--- config.mk ---
export PLATFORM = sky130hd
export DESIGN_NAME = wavetable_tone_gen
export DESIGN_NICKNAME = d
export VERILOG_FILES = /design/src/rtl/wt_pkg.sv /design/src/rtl/wt_phase_acc.sv /design/src/rtl/wt_rom.sv /design/src/rtl/wt_stream_ctl.sv /design/src/rtl/wavetable_tone_gen.sv
export SDC_FILE = /design/constraint.sdc
export NUM_CORES = 1
export LEC_CHECK = 0
export CAP_MARGIN = 20
export CORE_ASPECT_RATIO = 0.7
export CORE_MARGIN = 2
export CORE_UTILIZATION = 45
export CTS_CLUSTER_DIAMETER = 120
export DETAILED_ROUTE_END_ITERATION = 6
export DONT_BUFFER_PORTS = 1
export PLACE_DENSITY = 0.6
export SYNTH_ARGS = -nofsm -noshare
export SYNTH_HDL_FRONTEND = slang
export SYNTH_HIERARCHICAL = 1
export SYNTH_SLANG_ARGS = --single-unit
--- constraint.sdc ---
create_clock -name clk_i -period 3.92 [get_ports clk_i]
set_input_delay 0.784 -clock clk_i [delete_from_list [all_inputs] [get_ports clk_i]]
set_output_delay 0.784 -clock clk_i [all_outputs]
set_load 0.05 [all_outputs]
--- src/rtl/wt_pkg.sv ---
package wt_pkg;
  typedef enum logic {
    ST_READY  = 1'b0,
    ST_SETTLE = 1'b1
  } wt_state_e;
endpackage

--- src/rtl/wt_phase_acc.sv ---
module wt_phase_acc #(
  parameter int PHASE_W = 24
) (
  input  logic               clk_i,
  input  logic               rst_ni,
  input  logic               adv_i,
  input  logic [PHASE_W-1:0] incr_i,
  output logic [PHASE_W-1:0] phase_o
);
  logic [PHASE_W-1:0] phase_q;

  // wraps naturally modulo 2^PHASE_W
  always_ff @(posedge clk_i or negedge rst_ni) begin
    if (!rst_ni)    phase_q <= '0;
    else if (adv_i) phase_q <= phase_q + incr_i;
  end

  assign phase_o = phase_q;
endmodule

--- src/rtl/wt_rom.sv ---
module wt_rom #(
  parameter int ADDR_W      = 9,
  parameter int DATA_W      = 16,
  parameter int DEF_ENTRIES = 512
) (
  input  logic              clk_i,
  input  logic              rst_ni,
  input  logic [ADDR_W-1:0] addr_i,
  output logic [DATA_W-1:0] data_o
);
  localparam int TRI_W = ADDR_W - 2;
  localparam int SH    = DATA_W - 1 - TRI_W;
  localparam logic [ADDR_W:0] DEF_L = (ADDR_W+1)'(DEF_ENTRIES);

  logic [ADDR_W-1:0] addr_q;
  logic [TRI_W-1:0]  tri_w;
  logic [DATA_W-1:0] mag_w;

  always_ff @(posedge clk_i or negedge rst_ni) begin
    if (!rst_ni) addr_q <= '0;
    else         addr_q <= addr_i;
  end

  // triangle per half period, sign from the top index bit
  always_comb begin
    tri_w = addr_q[ADDR_W-2] ? ~addr_q[TRI_W-1:0] : addr_q[TRI_W-1:0];
    mag_w = {1'b0, tri_w, {SH{1'b0}}};
    if ({1'b0, addr_q} >= DEF_L)   data_o = '0;
    else if (addr_q[ADDR_W-1])     data_o = -mag_w;
    else                           data_o = mag_w;
  end
endmodule

--- src/rtl/wt_stream_ctl.sv ---
module wt_stream_ctl
  import wt_pkg::*;
(
  input  logic clk_i,
  input  logic rst_ni,
  input  logic take_i,
  output logic valid_o,
  output logic adv_o
);
  wt_state_e state_q, state_d;

  assign valid_o = (state_q == ST_READY);
  assign adv_o   = valid_o & take_i;

  always_comb begin
    state_d = ST_READY;
    if (adv_o) state_d = ST_SETTLE;
  end

  always_ff @(posedge clk_i or negedge rst_ni) begin
    if (!rst_ni) state_q <= ST_READY;
    else         state_q <= state_d;
  end
endmodule

--- src/rtl/wavetable_tone_gen.sv ---
module wavetable_tone_gen #(
  parameter int PHASE_W     = 24,
  parameter int ADDR_W      = 9,
  parameter int DATA_W      = 16,
  parameter int DEF_ENTRIES = 512
) (
  input  logic               clk_i,
  input  logic               rst_ni,
  input  logic [PHASE_W-1:0] incr_i,
  input  logic               take_i,
  output logic               valid_o,
  output logic [DATA_W-1:0]  sample_o
);
  logic               adv_w;
  logic [PHASE_W-1:0] phase_w;

  wt_stream_ctl i_ctl (
    .clk_i   (clk_i),
    .rst_ni  (rst_ni),
    .take_i  (take_i),
    .valid_o (valid_o),
    .adv_o   (adv_w)
  );

  wt_phase_acc #(.PHASE_W(PHASE_W)) i_acc (
    .clk_i   (clk_i),
    .rst_ni  (rst_ni),
    .adv_i   (adv_w),
    .incr_i  (incr_i),
    .phase_o (phase_w)
  );

  wt_rom #(
    .ADDR_W      (ADDR_W),
    .DATA_W      (DATA_W),
    .DEF_ENTRIES (DEF_ENTRIES)
  ) i_rom (
    .clk_i  (clk_i),
    .rst_ni (rst_ni),
    .addr_i (phase_w[PHASE_W-1 -: ADDR_W]),
    .data_o (sample_o)
  );
endmodule

==> impl_metrics.csv <==
group,metric,value,unit
sta,holdWs,0.187,ns
sta,hold_viol_final,0,
synth,synth-main-ff-cell,"dfrtp_1",
synth,ys_ff_latch,34,
placement,dpl.hpwl,4500,um
final_layout,final_nets,338,
clocking,cts_hold_buffers,0,
clocking,cts_tree,"done",
final_layout,final_cell_mix,"dfrtp_1 (34), a21oi_1 (25), xnor2_1 (24), ha_1 (24), mux2_2 (22)",
worst_hold_path,hold_class,"input pin to async pin",
synth,synth_seq_area_share,30.8,%
synth,synth_edf_count,0,
setup_path,crit_arrival,2.07,ns
sta,setup_ws,1.07,ns
clocking,cts_setup_buffers,0,
clocking,clk_pin_slew_worst_paths,0.07,ns
drt,ant_nets,0,
sta,slew_headroom,55.1,%
synth,synth-adder-area-share,11.6,%
floorplanning,std_cell_rows,23,
sta,post-route-period-util,72.8,%
final_layout,fillerInstances,554,
global_routing,gr-usage-all-layers,17.6,%
placement,gp_congestion,0.860,
synth,synthMuxAreaShare,9.71,%
clocking,clk_latency,0.28,ns
clocking,cts_root_buf,"clkbuf_8",
global_routing,grt_pass1_vias,1900,
sta,rsz0062_at_grt,"false",
floorplanning,ios,44,
synth,synthArstFlopShare,100,%
sta,tns,0,ns
global_routing,antenna_found_initial,0,
sta,setup_viol,0,
floorplanning,dieArea,6780,um2
sta,fin_crit,2.85,ns
placement,pre_cts_ws,1.03,ns
placement,io_buffers,0,
synth,synth_top_family_by_area,"compound AO/OA/AOI/OAI gates",
drt,drt_wl_total,5640,um
final_layout,syn2layout_area_growth,5.03,%
setup_path,required,3.14,ns
clocking,cts.sinks,34,
setup_path,start_kind,"register",
sta,clock_skew,0.00490,ns
drt,wl_per_cell,15.6,um
drt,viasPerCell,5.65,
synth,synth_cell_type_count,52,
clocking,cts_resized,0,
setup_path,crit_fanout,11,
sta,fmax,0.350,GHz
floorplanning,core,5810,um2
floorplanning,initial_utilization,47.5,%
synth,synth_xor_area_share,9.84,%
final_layout,drive_above_1_share,19.2,%
sta,worstMarginPinSlew,0.670,ns
synth,synth_compound_area_share,20.7,%
setup_path,worstSetupPathType,"register to output pin",
outcome,outcome,"complete, no violations",
clocking,cts_made_buffers,5,
clocking,htreeDepth,2,
final_layout,num_antenna_cells,0,
sta,slew_violations,0,
global_routing,overflow,0,
synth,synth-simple-area-share,11.4,%
setup_path,ff2ff_path_depth,9,
drt,route.vias.total,2045,
floorplanning,die_y,69.5,um
synth,avgSynthCellArea,9.78,um2
synth,synthCells,282,
floorplanning,die_w,97.6,um
final_layout,layout_commonest_cell,"dfrtp_1",
job,drv_cap,0,
drt,first_pass_iters,4,
drt,drc,0,
global_routing,grt_pass1_wl,9540,um
setup_path,endpoint_kind,"output pin",
drt,drt_iter0_markers,146,
synth,yosysWarnings,6,
global_routing,grt_start_max_net_pins,35,
synth,netlist_area,2760,um2
clocking,cts_buffer_depth,2,
worst paths after layout:
path / from / to / slack, ns
worst max-delay path: i_rom/addr_q[7] / sample_o[14] / 1.07
worst min register to register: i_acc/phase_o[16] / i_rom/addr_q[1] / 0.41
max in group asynchronous: rst_ni / i_acc/phase_o[10] / 3.63
worst min-delay path: rst_ni / i_acc/phase_o[11] / 0.19
min in group clk_i: i_acc/phase_o[16] / i_rom/addr_q[1] / 0.41
worst max register to register: i_acc/phase_o[0] / i_acc/phase_o[14] / 1.43
metal layers:
metal / routed length, um / global-route usage (%) / vias to the layer above / part of all wire (%)
met5: 0 / 0 / - / 0
met4: 45 / 5.09 / 0 / 0.80
met3: 360 / 4.54 / 4 / 6.4
met2: 2190 / 23.3 / 59 / 39
met1: 3050 / 27.8 / 958 / 54
li1: - / - / 1024 / -
synth_stat cells, types with 2 or more instances:
cell | count | area [um2]
xor2_1 | 7 | 61.3
buf_4 | 8 | 60.1
nand2_1 | 20 | 75.1
nor3_1 | 3 | 15.0
o21ai_2 | 2 | 17.5
a211oi_2 | 4 | 50.1
nor2b_1 | 3 | 18.8
xnor2_1 | 24 | 210
nand3_1 | 7 | 35.0
o211ai_1 | 3 | 22.5
clkbuf_1 | 5 | 18.8
o21bai_1 | 2 | 15.0
o21ai_0 | 8 | 40.0
nand4_1 | 7 | 43.8
buf_6 | 3 | 33.8
and3_1 | 2 | 12.5
a21oi_1 | 25 | 125
a211oi_1 | 2 | 15.0
ha_1 | 24 | 300
mux2i_1 | 2 | 20.0
mux2_2 | 22 | 248
o21a_1 | 2 | 15.0
a21o_1 | 6 | 45.0
and2_1 | 2 | 12.5
nor2_1 | 18 | 67.6
nor3b_1 | 2 | 15.0
dfrtp_1 | 34 | 851
o22ai_1 | 2 | 12.5
a31oi_1 | 3 | 18.8
inv_1 | 7 | 26.3
o211ai_2 | 2 | 25.0
metrics by stage:
step	cell area [um2]	utilization [%]	instances
2_1_floorplan	2790	-	289
3_3_place_gp	2810	48.3	354
3_5_place_dp	2810	48.3	354
4_1_cts	2900	49.8	362
5_1_grt	2900	49.8	362
6_report	2900	49.8	362
registers in the layout, indices dropped and copies added (netlist names):
signal	cells
i_rom/addr_q	9
i_acc/phase_o	24
i_ctl/state_q	1
critical path: stages (launching register included):
cell	delay [ns]
dfrtp_1	0.61
xnor2_1	0.17
ha_1	0.28
nand2_1	0.09
o22ai_1	0.07
a31oi_1	0.21
xnor2_1	0.14
buf_4	0.21
area by class of cell:
type,instances,area [um2],area share (%)
Multi-Input combinational cell,230,1780,61.4
Sequential cell,34,851,29.4
Tap cell,75,93.8,3.24
Clock buffer,7,86.3,2.98
Timing Repair Buffer,7,52.6,1.81
Inverter,8,30.0,1.04
Clock inverter,1,5.00,0.173
cell families (layout without fill, tap and decap cells):
family,count (synthesis),in the layout
buffers and inverters,25,23
other,1,8
muxes,24,24
and+or+nand+nor,67,67
adders and majority gates,25,25
DFF,34,34
xor gates and xnor gates,31,31
AOI/OAI and AO/OA,75,75
Power is not shown: default switching activity piles up to over one toggle a cycle in this logic, so the estimate is an artifact.
